## src/rtl/msgdb_pkg.sv

```systemverilog
package msgdb_pkg;
  localparam int AW     = 3;
  localparam int NMSG   = 2;
  localparam int IST_W  = 9;
  localparam int OST_W  = 6;

  localparam logic [AW-1:0] A_IMSG0 = 3'd0;
  localparam logic [AW-1:0] A_IMSG1 = 3'd1;
  localparam logic [AW-1:0] A_OMSG0 = 3'd2;
  localparam logic [AW-1:0] A_OMSG1 = 3'd3;
  localparam logic [AW-1:0] A_IDB   = 3'd4;
  localparam logic [AW-1:0] A_ODB   = 3'd5;
  localparam logic [AW-1:0] A_STAT  = 3'd6;
  localparam logic [AW-1:0] A_MASK  = 3'd7;

  // implemented mask bits and the bits that ignore their mask
  localparam logic [IST_W-1:0] IN_MASK_IMPL  = 9'h1BB;
  localparam logic [IST_W-1:0] IN_BYPASS     = 9'h000;
  localparam logic [OST_W-1:0] OUT_MASK_IMPL = 6'h2B;
  localparam logic [OST_W-1:0] OUT_BYPASS    = 6'h20;
endpackage

```

## src/rtl/msgdb_doorbell.sv

```systemverilog
module msgdb_doorbell #(
  parameter int W = 32,
  parameter logic [W-1:0] SET_MASK = '1
) (
  input  logic         clk,
  input  logic         rst_n,
  input  logic         set_en,
  input  logic [W-1:0] set_val,
  input  logic         clr_en,
  input  logic [W-1:0] clr_val,
  output logic [W-1:0] bits_q
);
  logic [W-1:0] bits_d;
  logic         upd;

  assign upd = set_en | clr_en;

  // clear first, then set, so a simultaneous set wins
  always_comb begin
    bits_d = bits_q;
    if (clr_en) bits_d = bits_d & ~clr_val;
    if (set_en) bits_d = bits_d | (set_val & SET_MASK);
  end

  always_ff @(posedge clk or negedge rst_n) begin
    if (!rst_n)   bits_q <= '0;
    else if (upd) bits_q <= bits_d;
  end
endmodule

```

## src/rtl/msgdb_msgbank.sv

```systemverilog
module msgdb_msgbank #(
  parameter int W = 32,
  parameter int N = 2
) (
  input  logic                clk,
  input  logic                rst_n,
  input  logic [N-1:0]        wr_en,
  input  logic [W-1:0]        wr_val,
  input  logic [N-1:0]        st_clr,
  output logic [N-1:0][W-1:0] msg_q,
  output logic [N-1:0]        st_q
);
  for (genvar i = 0; i < N; i++) begin : g_slot
    logic st_d;
    logic st_upd;

    assign st_upd = wr_en[i] | st_clr[i];
    // a posting write overrides a clear in the same cycle
    always_comb begin
      st_d = st_q[i];
      if (st_clr[i]) st_d = 1'b0;
      if (wr_en[i])  st_d = 1'b1;
    end

    always_ff @(posedge clk or negedge rst_n) begin
      if (!rst_n)        msg_q[i] <= '0;
      else if (wr_en[i]) msg_q[i] <= wr_val;
    end

    always_ff @(posedge clk or negedge rst_n) begin
      if (!rst_n)      st_q[i] <= 1'b0;
      else if (st_upd) st_q[i] <= st_d;
    end
  end
endmodule

```

## src/rtl/msgdb_irqctl.sv

```systemverilog
module msgdb_irqctl #(
  parameter int SW = 9,
  parameter logic [SW-1:0] MASK_IMPL = '1,
  parameter logic [SW-1:0] BYPASS    = '0
) (
  input  logic          clk,
  input  logic          rst_n,
  input  logic [SW-1:0] raw,
  input  logic          mask_we,
  input  logic [SW-1:0] mask_val,
  output logic [SW-1:0] mask_q,
  output logic [SW-1:0] rep,
  output logic          irq_q
);
  localparam logic [SW-1:0] EFFECTIVE = MASK_IMPL & ~BYPASS;

  logic [SW-1:0] mask_d;
  logic          irq_d;

  assign mask_d = mask_val & MASK_IMPL;
  assign rep    = raw & ~(mask_q & EFFECTIVE);
  assign irq_d  = |rep;

  always_ff @(posedge clk or negedge rst_n) begin
    if (!rst_n)       mask_q <= MASK_IMPL;
    else if (mask_we) mask_q <= mask_d;
  end

  always_ff @(posedge clk or negedge rst_n) begin
    if (!rst_n) irq_q <= 1'b0;
    else        irq_q <= irq_d;
  end
endmodule

```

## src/rtl/msgdb_unit.sv

```systemverilog
module msgdb_unit #(
  parameter int DATA_W = 32
) (
  input  logic                    clk,
  input  logic                    rst_n,
  input  logic [msgdb_pkg::AW-1:0] h_addr,
  input  logic [DATA_W-1:0]       h_wdata,
  input  logic                    h_we,
  output logic [DATA_W-1:0]       h_rdata,
  input  logic [msgdb_pkg::AW-1:0] l_addr,
  input  logic [DATA_W-1:0]       l_wdata,
  input  logic                    l_we,
  output logic [DATA_W-1:0]       l_rdata,
  input  logic                    in_post_q,
  input  logic [1:0]              in_ovf_q,
  input  logic                    out_post_q,
  output logic                    h_irq,
  output logic                    l_irq
);
  import msgdb_pkg::*;

  localparam int NREG = 2 ** AW;
  localparam logic [DATA_W-1:0] ODB_SETTABLE = {3'b000, {(DATA_W-3){1'b1}}};
  localparam int MC_BIT = DATA_W - 1;

  // reset: asserted asynchronously, released on the clock
  logic [1:0] rst_pipe_q;
  logic       rst_sync_n;

  always_ff @(posedge clk or negedge rst_n) begin
    if (!rst_n) rst_pipe_q <= 2'b00;
    else        rst_pipe_q <= {rst_pipe_q[0], 1'b1};
  end
  assign rst_sync_n = rst_pipe_q[1];

  // write decode
  logic [NREG-1:0] h_sel, l_sel;
  always_comb begin
    for (int i = 0; i < NREG; i++) begin
      h_sel[i] = h_we && (h_addr == AW'(i));
      l_sel[i] = l_we && (l_addr == AW'(i));
    end
  end

  // message slots
  logic [NMSG-1:0][DATA_W-1:0] imsg, omsg;
  logic [NMSG-1:0]             in_msg_st, out_msg_st;

  msgdb_msgbank #(.W(DATA_W), .N(NMSG)) u_inbank (
    .clk    (clk),
    .rst_n  (rst_sync_n),
    .wr_en  ({h_sel[A_IMSG1], h_sel[A_IMSG0]}),
    .wr_val (h_wdata),
    .st_clr (l_sel[A_STAT] ? l_wdata[NMSG-1:0] : '0),
    .msg_q  (imsg),
    .st_q   (in_msg_st)
  );

  msgdb_msgbank #(.W(DATA_W), .N(NMSG)) u_outbank (
    .clk    (clk),
    .rst_n  (rst_sync_n),
    .wr_en  ({l_sel[A_OMSG1], l_sel[A_OMSG0]}),
    .wr_val (l_wdata),
    .st_clr (h_sel[A_STAT] ? h_wdata[NMSG-1:0] : '0),
    .msg_q  (omsg),
    .st_q   (out_msg_st)
  );

  // doorbells
  logic [DATA_W-1:0] idb, odb;

  msgdb_doorbell #(.W(DATA_W), .SET_MASK('1)) u_idb (
    .clk     (clk),
    .rst_n   (rst_sync_n),
    .set_en  (h_sel[A_IDB]),
    .set_val (h_wdata),
    .clr_en  (l_sel[A_IDB]),
    .clr_val (l_wdata),
    .bits_q  (idb)
  );

  msgdb_doorbell #(.W(DATA_W), .SET_MASK(ODB_SETTABLE)) u_odb (
    .clk     (clk),
    .rst_n   (rst_sync_n),
    .set_en  (l_sel[A_ODB]),
    .set_val (l_wdata),
    .clr_en  (h_sel[A_ODB]),
    .clr_val (h_wdata),
    .bits_q  (odb)
  );

  // status assembly
  logic [IST_W-1:0] in_raw, in_mask, in_rep;
  logic [OST_W-1:0] out_raw, out_mask, out_rep;
  logic             idb_pend, mc_pend, odb_pend;

  assign idb_pend = |idb[MC_BIT-1:0];
  assign mc_pend  = idb[MC_BIT];
  assign odb_pend = |odb;

  assign in_raw  = {in_ovf_q[1], in_ovf_q[0], 1'b0, in_post_q, mc_pend, idb_pend,
                    1'b0, in_msg_st};
  assign out_raw = {out_post_q, 1'b0, odb_pend, 1'b0, out_msg_st};

  msgdb_irqctl #(.SW(IST_W), .MASK_IMPL(IN_MASK_IMPL), .BYPASS(IN_BYPASS)) u_inirq (
    .clk      (clk),
    .rst_n    (rst_sync_n),
    .raw      (in_raw),
    .mask_we  (l_sel[A_MASK]),
    .mask_val (l_wdata[IST_W-1:0]),
    .mask_q   (in_mask),
    .rep      (in_rep),
    .irq_q    (l_irq)
  );

  msgdb_irqctl #(.SW(OST_W), .MASK_IMPL(OUT_MASK_IMPL), .BYPASS(OUT_BYPASS)) u_outirq (
    .clk      (clk),
    .rst_n    (rst_sync_n),
    .raw      (out_raw),
    .mask_we  (h_sel[A_MASK]),
    .mask_val (h_wdata[OST_W-1:0]),
    .mask_q   (out_mask),
    .rep      (out_rep),
    .irq_q    (h_irq)
  );

  // read paths: shared slots, side-specific status and mask
  always_comb begin
    case (h_addr)
      A_IMSG0: h_rdata = imsg[0];
      A_IMSG1: h_rdata = imsg[1];
      A_OMSG0: h_rdata = omsg[0];
      A_OMSG1: h_rdata = omsg[1];
      A_IDB:   h_rdata = idb;
      A_ODB:   h_rdata = odb;
      A_STAT:  h_rdata = DATA_W'(out_rep);
      default: h_rdata = DATA_W'(out_mask);
    endcase
  end

  always_comb begin
    case (l_addr)
      A_IMSG0: l_rdata = imsg[0];
      A_IMSG1: l_rdata = imsg[1];
      A_OMSG0: l_rdata = omsg[0];
      A_OMSG1: l_rdata = omsg[1];
      A_IDB:   l_rdata = idb;
      A_ODB:   l_rdata = odb;
      A_STAT:  l_rdata = DATA_W'(in_rep);
      default: l_rdata = DATA_W'(in_mask);
    endcase
  end
endmodule

```

## config.mk

```make
export PLATFORM = sky130hd
export DESIGN_NAME = msgdb_unit
export DESIGN_NICKNAME = d
export VERILOG_FILES = /design/src/rtl/msgdb_pkg.sv /design/src/rtl/msgdb_doorbell.sv /design/src/rtl/msgdb_msgbank.sv /design/src/rtl/msgdb_irqctl.sv /design/src/rtl/msgdb_unit.sv
export SDC_FILE = /design/constraint.sdc
export NUM_CORES = 1
export LEC_CHECK = 0
export BUFFER_PORTS_ARGS = -buffer_cell sky130_fd_sc_hd__buf_4
export CORE_AREA = 2 2 193 195
export DETAILED_ROUTE_END_ITERATION = 12
export DIE_AREA = 0 0 195 197
export PLACE_DENSITY = 0.46
export SETUP_SLACK_MARGIN = 0.2
export SLEW_MARGIN = 20
export SYNTH_ARGS = -nofsm -noshare
export SYNTH_HDL_FRONTEND = slang
export SYNTH_SLANG_ARGS = --single-unit
```

## constraint.sdc

```tcl
create_clock -name clk -period 11 [get_ports clk]
set_input_delay 2.75 -clock clk [delete_from_list [all_inputs] [get_ports clk]]
set_output_delay 2.75 -clock clk [all_outputs]
set_load 0.02 [all_outputs]
```

## After elaboration in Yosys (flattened, before gate mapping)

Cells that the tools add are included.

| storage, ports and cells | value |
|---|---|
| register bits after elaboration | 211 |
| output and inout bits | 66 |
| logic and storage cells | 87 |
| input bits | 78 |

| cells by class | value |
|---|---|
| equality and inequality tests | 14 |
| multiplexer cells | 16 |
| bitwise gates (word level) | 16 |
| reductions and logical operators | 26 |

Operators by type and width:

| kind | number |
|---|---|
| $pmux W32 S7 | 2 |
| $mux W32 | 4 |
| $and A32 B32 Y32 | 2 |
| $not A32 Y32 | 2 |
| $or A32 B29 Y32 | 1 |
| $or A32 B32 Y32 | 1 |
| $reduce_or A32 Y1 | 1 |
| $reduce_or A31 Y1 | 1 |
| $eq A3 B3 Y1 const B | 8 |
| $eq A3 B2 Y1 const B | 4 |
| $logic_and A1 B1 Y1 | 12 |
| $and A9 B9 Y9 | 1 |
| $not A9 Y9 | 1 |
| $reduce_or A9 Y1 | 1 |
| $mux W1 | 8 |
| $reduce_and A2 Y1 | 4 |
| $reduce_bool A2 Y1 | 4 |
| $and A6 B6 Y6 | 1 |
| $eq A3 B1 Y1 const B | 2 |
| $logic_not A3 Y1 | 2 |
| $not A4 Y6 | 1 |
| $or A1 B1 Y1 | 6 |
| $reduce_or A6 Y1 | 1 |
| $mux W2 | 2 |

## Depth between registers and ports, before layout

Gate-level depths: netlist of run 1.

| logic depth | value |
|---|---|
| depth after elaboration | 5 |
| depth in mapped cells | 8 |

## Cells and area by module

A second synthesis of run 1 with hierarchy kept.

| unflattened totals | value |
|---|---|
| cell total of the unflattened synthesis | 956 |
| area, all modules | 11627.4 µm² |

Modules (own cells, without submodules):

| module | sequential area each (µm²) | instances | area each (µm²) | cells each |
|---|---|---|---|---|
| msgdb_msgbank | 1651.6 | 2 | 2755.1 | 142 |
| msgdb_unit | 50.0 | 1 | 2972.9 | 419 |
| msgdb_doorbell at u_idb | 800.8 | 1 | 1249.9 | 102 |
| msgdb_doorbell at u_odb | 800.8 | 1 | 1239.9 | 99 |
| msgdb_irqctl at u_inirq | 209.0 | 1 | 404.1 | 32 |
| msgdb_irqctl at u_outirq | 130.1 | 1 | 250.2 | 20 |

## Worst setup path after synthesis of run 1

OpenSTA, ideal clock, no wires.

| path | value |
|---|---|
| path type | input to output |
| start point | input port h_addr[0] (netlist name) |
| end point | output port h_rdata[3] |
| path slack | 4.131 ns |
| data arrival time | 4.119 ns |
| buffers on the path | 3 |
| required time | 8.250 ns |
| cell stages on the path | 4 |
| cells stage by stage | buf_4 > buf_2 > clkbuf_1 > o41ai_1 |

| between the ends | value |
|---|---|
| longest elaborated chain between the ends | 2 |
| elaborated cells on any way between the ends | 8 |
| those cells by class | 6 x eq/ne; 1 x mux; 1 x reduce/logical |

Ends and longest elaborated chain:

| item | line | source |
|---|---|---|
| start, declared | msgdb_unit.sv:6 | `input logic [msgdb_pkg::AW-1:0] h_addr,` |
| $eq A3 B3 Y1, or another cell as far along | msgdb_unit.sv:129 | `case (h_addr)` |
| $pmux W32 S7 * | msgdb_unit.sv:129 |  |
| end, declared | msgdb_unit.sv:9 | `output logic [DATA_W-1:0] h_rdata,` |

Every way passes the cells marked *; elsewhere a longest branch is shown, timed or not.

## Worst setup path in the final report of run 1

| path | value |
|---|---|
| start point | input port l_addr[1] (netlist name) |
| end point | output port l_rdata[3] |

| between the ends | value |
|---|---|
| longest elaborated chain between the ends | 2 |
| elaborated cells on any way between the ends | 8 |
| those cells by class | 6 x eq/ne; 1 x mux; 1 x reduce/logical |

Ends and longest elaborated chain:

| item | line | source |
|---|---|---|
| start, declared | msgdb_unit.sv:10 | `input logic [msgdb_pkg::AW-1:0] l_addr,` |
| $eq A3 B3 Y1, or another cell as far along | msgdb_unit.sv:142 | `case (l_addr)` |
| $pmux W32 S7 * | msgdb_unit.sv:142 |  |
| end, declared | msgdb_unit.sv:13 | `output logic [DATA_W-1:0] l_rdata,` |

Marked as above.

==> impl_results.html, run 1 <==
<table>
<tr><th>Metric</th><th>Value</th></tr>
<tr><th colspan="2">Outcome</th></tr>
<tr><td>Result of the run</td><td>complete, no violations</td></tr>
<tr><th colspan="2">Critical path</th></tr>
<tr><td>Slowest cell delay on critical path</td><td>around 720 ps</td></tr>
<tr><td>Worst EP required</td><td>about 8300 ps</td></tr>
<tr><td>Worst flop-to-flop path startpoint</td><td>rst_pipe_q[1]</td></tr>
<tr><td>Register-to-Register Path Depth</td><td>3</td></tr>
<tr><td>WP buf/inv</td><td>3</td></tr>
<tr><td>CP Data Arrival Time</td><td>4930 ps</td></tr>
<tr><td>Crit path max-delay family</td><td>buffers and inverters</td></tr>
<tr><td>Crit path depth</td><td>7</td></tr>
<tr><td>Setup crit end</td><td>l_rdata[3]</td></tr>
<tr><td>Kind of end point of the critical path</td><td>output port</td></tr>
<tr><td>Cell-by-cell listing of the critical path</td><td>buf_4 -&gt; nor3b_4 -&gt; buf_4 -&gt; a22o_1 -&gt; a211oi_1 -&gt; a22oi_1 -&gt; buf_4</td></tr>
<tr><td>FF-to-FF End</td><td>u_inirq.mask_q[3]</td></tr>
<tr><td>Beginning of the critical path</td><td>l_addr[1]</td></tr>
<tr><td>Master of the slowest instance on the critical path</td><td>nor3b_4</td></tr>
<tr><td>R2R setup slack</td><td>8360 ps</td></tr>
<tr><td>Largest driver fanout on the critical path</td><td>27</td></tr>
<tr><td>Startpoint types</td><td>input port</td></tr>
<tr><td>CP Class</td><td>in -&gt; out</td></tr>
<tr><td>Cell mode on critical path</td><td>buf_4</td></tr>
<tr><th colspan="2">Pwr</th></tr>
<tr><td>Relative contribution of the clock network to total power</td><td>roughly a third</td></tr>
<tr><td>Net switching power of the design</td><td>802 uW</td></tr>
<tr><td>Static leakage power</td><td>5.56 nW</td></tr>
<tr><td>Combinational share of power</td><td>21.1%</td></tr>
<tr><td>Fraction of power spent switching nets</td><td>31.2%</td></tr>
<tr><td>Fraction of power consumed by sequential logic</td><td>44.3%</td></tr>
<tr><td>Power, Total</td><td>2.57 mW</td></tr>
<tr><td>Total power per unit cell area</td><td>196 nW/um2</td></tr>
<tr><td>Total internal power</td><td>1.77 mW</td></tr>
<tr><td>Largest voltage drop on the vdd net</td><td>0.000116 V</td></tr>
<tr><th colspan="2">GRT</th></tr>
<tr><td>Pin count of the biggest net entering global routing</td><td>75</td></tr>
<tr><td>Most utilized layer in the global route result</td><td>met2</td></tr>
<tr><td>Number of global-route vias before repair</td><td>9222</td></tr>
<tr><td>GRT Util Overall</td><td>21.4%</td></tr>
<tr><td>M2 GR Usage</td><td>33.9%</td></tr>
<tr><td>Met1 Usage GRT</td><td>30.1%</td></tr>
<tr><td>Number of antenna violations at the first check in global routing</td><td>0</td></tr>
<tr><td>Global-route wire length before repair</td><td>slightly above 60 mm</td></tr>
<tr><td>Met3 usage</td><td>3.87%</td></tr>
<tr><td>Global route total overflow</td><td>0</td></tr>
<tr><th colspan="2">Clock tree</th></tr>
<tr><td>Number of resized instances in the post-cts repair step</td><td>0</td></tr>
<tr><td>Sinks on the clock net</td><td>211</td></tr>
<tr><td>Setup fix buffers added after clock tree synthesis</td><td>0</td></tr>
<tr><td>Root cell of the clock tree</td><td>clkbuf_16</td></tr>
<tr><td>Clock input transition at the sequential cells of the worst setup and hold paths</td><td>about 60 ps</td></tr>
<tr><td>Maximum clock insertion buffer count</td><td>3</td></tr>
<tr><td>Number of clock buffers inserted by TritonCTS</td><td>27</td></tr>
<tr><td>Insertion delay to the later sink of the worst-skew pair</td><td>540 ps</td></tr>
<tr><td>TritonCTS clock tree</td><td>yes</td></tr>
<tr><td>H-tree depth reported by CTS</td><td>1</td></tr>
<tr><td>Number of hold buffers added after CTS</td><td>0</td></tr>
<tr><th colspan="2">Timing</th></tr>
<tr><td>Actual transition at the worst max-transition pin</td><td>1100 ps</td></tr>
<tr><td>Final Hold Fails</td><td>0</td></tr>
<tr><td>Time the final worst path needs with I/O delays and setup</td><td>7680 ps</td></tr>
<tr><td>Relative slew slack</td><td>26.5%</td></tr>
<tr><td>Peak clock frequency supported by timing</td><td>130 MHz</td></tr>
<tr><td>Final setup violation count</td><td>0</td></tr>
<tr><td>Unrepaired setup endpoints after global routing</td><td>false</td></tr>
<tr><td>Final-layout setup total negative slack</td><td>0 ps</td></tr>
<tr><td>Maximum clock skew at final layout</td><td>9.07 ps</td></tr>
<tr><td>Share of the cycle needed by the critical path after routing</td><td>69.9%</td></tr>
<tr><td>Number of slew-limit violations in the final report</td><td>0</td></tr>
<tr><th colspan="2">Finish</th></tr>
<tr><td>Fraction of the core area covered by cells at the end of the flow</td><td>a little over a third</td></tr>
<tr><td>Footprint of the multi-input gates</td><td>between 5000 and 6000 um2</td></tr>
<tr><td>Number of filler instances in the final layout</td><td>~3700</td></tr>
<tr><td>Number of antenna diodes</td><td>0</td></tr>
<tr><td>Number of nets at the end of the flow</td><td>approximately 1100</td></tr>
<tr><td>Layout cells sized above 1</td><td>about a third</td></tr>
<tr><td>Area overhead of the layout relative to synthesis</td><td>21.8%</td></tr>
<tr><td>Footprint of the flip-flops and latches</td><td>5300 um2</td></tr>
<tr><td>Final standard cell area without fillers</td><td>about 13000 um2</td></tr>
<tr><th colspan="2">Route</th></tr>
<tr><td>Post-detailed-route wirelength per cell</td><td>approximately 27 um</td></tr>
<tr><td>Via count</td><td>9080</td></tr>
<tr><td>Violation count after the first detailed-routing iteration</td><td>689</td></tr>
<tr><td>Via-to-Cell Ratio</td><td>5.85</td></tr>
<tr><td>Antenna-violating nets left</td><td>0</td></tr>
<tr><td>WL final</td><td>between 40 and 50 mm</td></tr>
<tr><td>Number of DRC violations after detailed routing</td><td>0</td></tr>
<tr><td>Initial DRT Pass Iterations</td><td>5</td></tr>
<tr><th colspan="2">Floorplan</th></tr>
<tr><td>Placeable Area</td><td>between 30000 and 40000 um2</td></tr>
<tr><td>Count of pins on the block boundary</td><td>144</td></tr>
<tr><td>Die width</td><td>195 um</td></tr>
<tr><td>Chip height</td><td>between 150 and 200 um</td></tr>
<tr><td>Initial cell density of the core</td><td>29.8%</td></tr>
<tr><td>Total die area</td><td>38400 um2</td></tr>
<tr><td># rows</td><td>70</td></tr>
<tr><th colspan="2">Synthesis</th></tr>
<tr><td>Synth Net Count</td><td>slightly above 1000</td></tr>
<tr><td>Average cell area after synthesis</td><td>11.4 um2</td></tr>
<tr><td>Top post-synthesis cells by area</td><td>dfrtp_1 (46%), mux2_2 (15%), a22oi_1 (11%)</td></tr>
<tr><td>Total of flip-flops plus latches after synthesis</td><td>211</td></tr>
<tr><td>Sequential-to-total area share from yosys stat</td><td>49.1%</td></tr>
<tr><td>Library cell occupying the most area in the post-synthesis netlist</td><td>dfrtp_1</td></tr>
<tr><td>Number of enable flip-flop cells after synthesis</td><td>0</td></tr>
<tr><td>Syn Inst Count</td><td>950</td></tr>
<tr><td>Library cells used by synthesis</td><td>51</td></tr>
<tr><td>Combined area of all synthesized cells</td><td>10800 um2</td></tr>
<tr><td>Commonest cells in the synthesized netlist</td><td>dfrtp_1 (200), a22oi_1 (151), mux2_2 (141)</td></tr>
<tr><td>Most used flip-flop cell after synthesis</td><td>dfrtp_1</td></tr>
<tr><td>Most repeated cell in the gate-level netlist after synthesis</td><td>dfrtp_1</td></tr>
<tr><td>Yosys Warn Count</td><td>0</td></tr>
<tr><td>Area share of the largest cell type after synthesis</td><td>46.4%</td></tr>
<tr><td>Share of async-settable or async-resettable flops after synthesis</td><td>100%</td></tr>
<tr><th colspan="2">Min path</th></tr>
<tr><td>Worst min path class</td><td>reg -&gt; reg</td></tr>
<tr><th colspan="2">Placed design</th></tr>
<tr><td>Post-Place Cell Area</td><td>12200 um2</td></tr>
<tr><td>Routability congestion estimate from global placement</td><td>0.800</td></tr>
<tr><td>Count of port buffers added during placement</td><td>143</td></tr>
<tr><td>Final HPWL DP</td><td>26.8 mm</td></tr>
<tr><th colspan="2">Flow run</th></tr>
<tr><td>Maximum Capacitance Violations</td><td>0</td></tr>
</table>
state kept, by name (all words and copies together) (netlist names):
register         cells
u_outbank.st_q       2
u_odb.bits_q        32
u_outirq.irq_q       1
u_inbank.st_q        2
u_outbank.msg_q     64
u_inirq.irq_q        1
u_inbank.msg_q      64
u_outirq.mask_q      4
u_idb.bits_q        32
u_inirq.mask_q       7
rst_pipe_q           2
power groups by stage:
stage / combinational [mW] / sequential (mW) / clock (mW)
after floorplan: 0.351 / 1.08 / 0
after global placement: 0.538 / 1.15 / 0
after detailed placement: 0.544 / 1.15 / 0
after CTS: 0.546 / 1.14 / 0.907
after global routing: 0.588 / 1.16 / 0.936
final: 0.542 / 1.14 / 0.891
worst min path at each step:
stage,depth (start not counted),start,endpoint
6_report,0,rst_pipe_q[0],rst_pipe_q[1]
5_1_grt,0,rst_pipe_q[0],rst_pipe_q[1]
4_1_cts,0,rst_pipe_q[0],rst_pipe_q[1]
3_5_place_dp,0,rst_pipe_q[0],rst_pipe_q[1]
3_3_place_gp,0,rst_pipe_q[0],rst_pipe_q[1]
2_1_floorplan,0,rst_pipe_q[0],rst_pipe_q[1]
cells by family (layout without fill, tap and decap cells):
family	count (synthesis)	in the layout	synth area share, %
AND/OR/NAND/NOR	214	214	10.1
AO/OA/AOI/OAI	277	277	19.5
other	1	1	0.0348
flip-flops	211	211	49.1
multiplexers	165	165	17.4
buffers and inverters	82	216	3.91
layer usage:
metal,routed length (um),vias up
met5,0,-
met4,872,0
met3,3150,87
met2,19100,429
met1,18400,4674
li1,-,3890
final cells by class:
| type | instances | area share (%) |
|---|---|---|
| sequential | 211 | 40.3 |
| multi-input combinational | 657 | 38.9 |
| timing repair buffer | 161 | 9.35 |
| clock buffer | 43 | 6.13 |
| tap | 468 | 4.46 |
| clock inverter | 7 | 0.676 |
| inverter | 5 | 0.143 |
cell usage in the layout (no fill, tap or decap), types with 3 or more instances in the layout:
| cell type | count |
|---|---|
| a21boi_1 | 3 |
| a21o_1 | 3 |
| a21oi_1 | 11 |
| a22o_1 | 64 |
| a22oi_1 | 151 |
| and2_1 | 6 |
| buf_4 | 160 |
| clkbuf_1 | 9 |
| clkbuf_16 | 27 |
| clkbuf_8 | 7 |
| clkinv_2 | 4 |
| dfrtp_1 | 199 |
| dfstp_2 | 11 |
| inv_1 | 5 |
| mux2_1 | 9 |
| mux2_2 | 141 |
| mux2i_1 | 12 |
| mux4_2 | 3 |
| nand2_1 | 81 |
| nand2b_1 | 6 |
| nand3_1 | 52 |
| nand3b_1 | 3 |
| nand4_1 | 7 |
| nor2_1 | 16 |
| nor2b_1 | 3 |
| nor3_1 | 4 |
| nor3b_1 | 3 |
| nor3b_4 | 4 |
| nor4_1 | 15 |
| o21ai_0 | 19 |
| o221ai_1 | 5 |
| o22ai_1 | 4 |
worst reg2reg max path, cell delays in order, from the launching register on:
cell,delay (ps)
dfrtp_4,1020
buf_4,840
buf_4,570
buf_16,320
per-stage QoR:
stage / cells / hold slack, ps / setup WS [ps]
2_1_floorplan: 950 / 331 / 4130
3_3_place_gp: 1501 / 335 / 3350
3_5_place_dp: 1501 / 342 / 3340
4_1_cts: 1551 / 356 / 3340
5_1_grt: 1552 / 376 / 3200
6_report: 1552 / 352 / 3320
Note: power is estimated with default switching activity, not from simulation.
==> run 2: changes to the inputs <==
- PLACE_DENSITY: 0.46 -> 0.47
- clock period: 11 -> 6.75 ns (I/O delays scaled with it)
==> run 2 against run 1 <==
Net effect: clock-buffer cell count fell by 6; global-route usage up 0.26 points; die area stayed put; critical endpoint is now l_rdata[27].
==> impl_results.html, run 2 (synthesis results as in run 1) <==
<table>
<tr><th>Metric</th><th>Value</th></tr>
<tr><th colspan="2">GRT</th></tr>
<tr><td>Pin count of the biggest net entering global routing</td><td>71</td></tr>
<tr><td>GRT Util Overall</td><td>21.6%</td></tr>
<tr><td>Global-route wire length before repair</td><td>62.4 mm</td></tr>
<tr><td>Number of global-route vias before repair</td><td>about 9300</td></tr>
<tr><td>Global route total overflow</td><td>0</td></tr>
<tr><td>Number of antenna violations at the first check in global routing</td><td>0</td></tr>
<tr><th colspan="2">Floorplan</th></tr>
<tr><td># rows</td><td>70</td></tr>
<tr><td>Total die area</td><td>between 30000 and 40000 um2</td></tr>
<tr><td>Die width</td><td>about 200 um</td></tr>
<tr><td>Initial cell density of the core</td><td>~30%</td></tr>
<tr><td>Count of pins on the block boundary</td><td>144</td></tr>
<tr><td>Placeable Area</td><td>between 30000 and 40000 um2</td></tr>
<tr><td>Chip height</td><td>197 um</td></tr>
<tr><th colspan="2">Finish</th></tr>
<tr><td>Area overhead of the layout relative to synthesis</td><td>22.5%</td></tr>
<tr><td>Number of nets at the end of the flow</td><td>~1100</td></tr>
<tr><td>Most common cell after layout, fill and taps aside</td><td>dfrtp_1</td></tr>
<tr><td>Number of antenna diodes</td><td>0</td></tr>
<tr><td>Layout cells sized above 1</td><td>34.9%</td></tr>
<tr><td>Top flop regs</td><td>u_inbank.msg_q (64), u_outbank.msg_q (64)</td></tr>
<tr><td>Number of filler instances in the final layout</td><td>3698</td></tr>
<tr><td>Most frequent cells in the layout</td><td>dfrtp_1 (199), buf_4 (165), a22oi_1 (151), mux2_2 (141), nand2_1 (81)</td></tr>
<tr><th colspan="2">Flow run</th></tr>
<tr><td>Maximum Capacitance Violations</td><td>0</td></tr>
<tr><th colspan="2">Clock tree</th></tr>
<tr><td>Number of hold buffers added after CTS</td><td>0</td></tr>
<tr><td>Number of clock buffers inserted by TritonCTS</td><td>26</td></tr>
<tr><td>Root cell of the clock tree</td><td>clkbuf_16</td></tr>
<tr><td>Setup fix buffers added after clock tree synthesis</td><td>0</td></tr>
<tr><td>Sinks on the clock net</td><td>211</td></tr>
<tr><td>Insertion delay to the later sink of the worst-skew pair</td><td>roughly 540 ps</td></tr>
<tr><td>Clock input transition at the sequential cells of the worst setup and hold paths</td><td>60 ps</td></tr>
<tr><td>TritonCTS clock tree</td><td>yes</td></tr>
<tr><td>H-tree depth reported by CTS</td><td>1</td></tr>
<tr><td>Number of resized instances in the post-cts repair step</td><td>0</td></tr>
<tr><td>Maximum clock insertion buffer count</td><td>3</td></tr>
<tr><th colspan="2">Critical path</th></tr>
<tr><td>R2R setup slack</td><td>4830 ps</td></tr>
<tr><td>Master of the slowest instance on the critical path</td><td>and2_1</td></tr>
<tr><td>Worst flop-to-flop path startpoint</td><td>rst_pipe_q[1]</td></tr>
<tr><td>CP Class</td><td>in -&gt; out</td></tr>
<tr><td>Cell-by-cell listing of the critical path</td><td>buf_4 -&gt; nor2_1 -&gt; and2_1 -&gt; buf_4 -&gt; a22oi_1 -&gt; nand3_1 -&gt; buf_4</td></tr>
<tr><td>Cell mode on critical path</td><td>buf_4</td></tr>
<tr><td>FF-to-FF End</td><td>u_odb.bits_q[30]</td></tr>
<tr><td>Register-to-Register Path Depth</td><td>1</td></tr>
<tr><td>CP Data Arrival Time</td><td>3770 ps</td></tr>
<tr><td>Largest driver fanout on the critical path</td><td>32</td></tr>
<tr><td>Startpoint types</td><td>input port</td></tr>
<tr><td>Worst EP required</td><td>5060 ps</td></tr>
<tr><td>Crit path max-delay family</td><td>simple AND/OR/NAND/NOR gates</td></tr>
<tr><td>Kind of end point of the critical path</td><td>output port</td></tr>
<tr><td>Slowest cell delay on critical path</td><td>920 ps</td></tr>
<tr><td>WP buf/inv</td><td>3</td></tr>
<tr><td>Crit path depth</td><td>7</td></tr>
<tr><th colspan="2">Timing</th></tr>
<tr><td>Maximum clock skew at final layout</td><td>23.2 ps</td></tr>
<tr><td>Final Hold Fails</td><td>0</td></tr>
<tr><td>Share of the cycle needed by the critical path after routing</td><td>between 80% and 90%</td></tr>
<tr><td>Number of slew-limit violations in the final report</td><td>0</td></tr>
<tr><td>Final-layout setup total negative slack</td><td>0 ps</td></tr>
<tr><td>Time the final worst path needs with I/O delays and setup</td><td>5460 ps</td></tr>
<tr><td>Unrepaired setup endpoints after global routing</td><td>false</td></tr>
<tr><td>Worst hold margin</td><td>358 ps</td></tr>
<tr><td>Final setup violation count</td><td>0</td></tr>
<tr><td>Relative slew slack</td><td>between 20% and 30%</td></tr>
<tr><td>Actual transition at the worst max-transition pin</td><td>1170 ps</td></tr>
<tr><td>Peak clock frequency supported by timing</td><td>183 MHz</td></tr>
<tr><th colspan="2">Route</th></tr>
<tr><td>Metal2 WL</td><td>between 15 and 20 mm</td></tr>
<tr><td>Via-to-Cell Ratio</td><td>5.80</td></tr>
<tr><td>WL final</td><td>42.0 mm</td></tr>
<tr><td>Sum of routed wire segments on met1</td><td>18.8 mm</td></tr>
<tr><td>Antenna-violating nets left</td><td>0</td></tr>
<tr><td>Number of DRC violations after detailed routing</td><td>0</td></tr>
<tr><td>Post-detailed-route wirelength per cell</td><td>27.0 um</td></tr>
<tr><td>Met3 wirelength from detailed routing</td><td>3.01 mm</td></tr>
<tr><td>Uppermost routed layer</td><td>met4</td></tr>
<tr><td>Initial DRT Pass Iterations</td><td>5</td></tr>
<tr><td>Via count</td><td>9026</td></tr>
<tr><td>Violation count after the first detailed-routing iteration</td><td>801</td></tr>
<tr><th colspan="2">Pwr</th></tr>
<tr><td>Static leakage power</td><td>~5.6 nW</td></tr>
<tr><td>Largest voltage drop on the vdd net</td><td>0.000164 V</td></tr>
<tr><td>Total power per unit cell area</td><td>321 nW/um2</td></tr>
<tr><th colspan="2">Placed design</th></tr>
<tr><td>Routability congestion estimate from global placement</td><td>~0.8</td></tr>
<tr><td>Final HPWL DP</td><td>27.8 mm</td></tr>
<tr><td>Count of port buffers added during placement</td><td>~140</td></tr>
<tr><th colspan="2">Min path</th></tr>
<tr><td>Worst Hold Launch</td><td>rst_pipe_q[0]</td></tr>
<tr><td>Worst min path class</td><td>reg -&gt; reg</td></tr>
<tr><td>Min-Delay Endpoint</td><td>rst_pipe_q[1]</td></tr>
<tr><td>Min-Delay Path Depth</td><td>0</td></tr>
<tr><th colspan="2">Outcome</th></tr>
<tr><td>Result of the run</td><td>complete, no violations</td></tr>
</table>
==> run 2: cell count changes in the layout (fill, tap and decap cells not counted), moves of 2 or more <==
cell	previous run	this run
buf_12	0	3
clkbuf_1	9	7
and3b_1	1	3
bufinv_16	2	4
buf_4	160	165
and3b_2	2	0
clkinvlp_4	0	2
clkbuf_8	7	3
==> run 2: metal layers <==
metal | up-vias | global-route usage [%]
met1 | 4604 | 30.1
met3 | 86 | 3.92
li1 | 3897 | -
met4 | 0 | 7.07
met5 | - | 0
met2 | 439 | 34.0
==> run 2: layout make-up <==
type | instances | area (um2) | area share, %
Multi-Input combinational cell | 657 | 5110 | 38.7
Tap cell | 468 | 586 | 4.43
Timing Repair Buffer | 168 | 1300 | 9.83
Sequential cell | 211 | 5300 | 40.1
Inverter | 5 | 18.8 | 0.142
Clock inverter | 11 | 160 | 1.21
Clock buffer | 37 | 743 | 5.62
==> run 2: how the worst max path moves through the flow <==
stage	start	end	slack (ps)
3_5_place_dp	h_addr[1]	h_rdata[24]	1370
3_3_place_gp	l_addr[2]	l_rdata[15]	1350
2_1_floorplan	rst_pipe_q[1]	u_idb.bits_q[0]	450
5_1_grt	l_addr[2]	l_rdata[15]	1230
6_report	l_addr[2]	l_rdata[27]	1290
4_1_cts	h_addr[1]	h_rdata[24]	1370
==> run 2: power breakdown <==
part	total [mW]	internal (mW)	switching, mW
Combinational	0.889	0.450	0.439
Clock	1.49	0.917	0.575
Sequential	1.87	1.55	0.316
==> run 2: per-stage QoR <==
| stage | power [mW] | worst slack, ps | utilization [%] | instance area (um2) | std cells |
|---|---|---|---|---|---|
| floorplan | 2.33 | 454 | - | 10800 | 950 |
| global placement | 2.76 | 1350 | 33.9 | 12300 | 1509 |
| detailed placement | 2.77 | 1370 | 34.0 | 12300 | 1509 |
| CTS | 4.26 | 1370 | 36.4 | 13200 | 1557 |
| global route | 4.42 | 1230 | 36.4 | 13200 | 1557 |
| finish | 4.25 | 1290 | 36.4 | 13200 | 1557 |
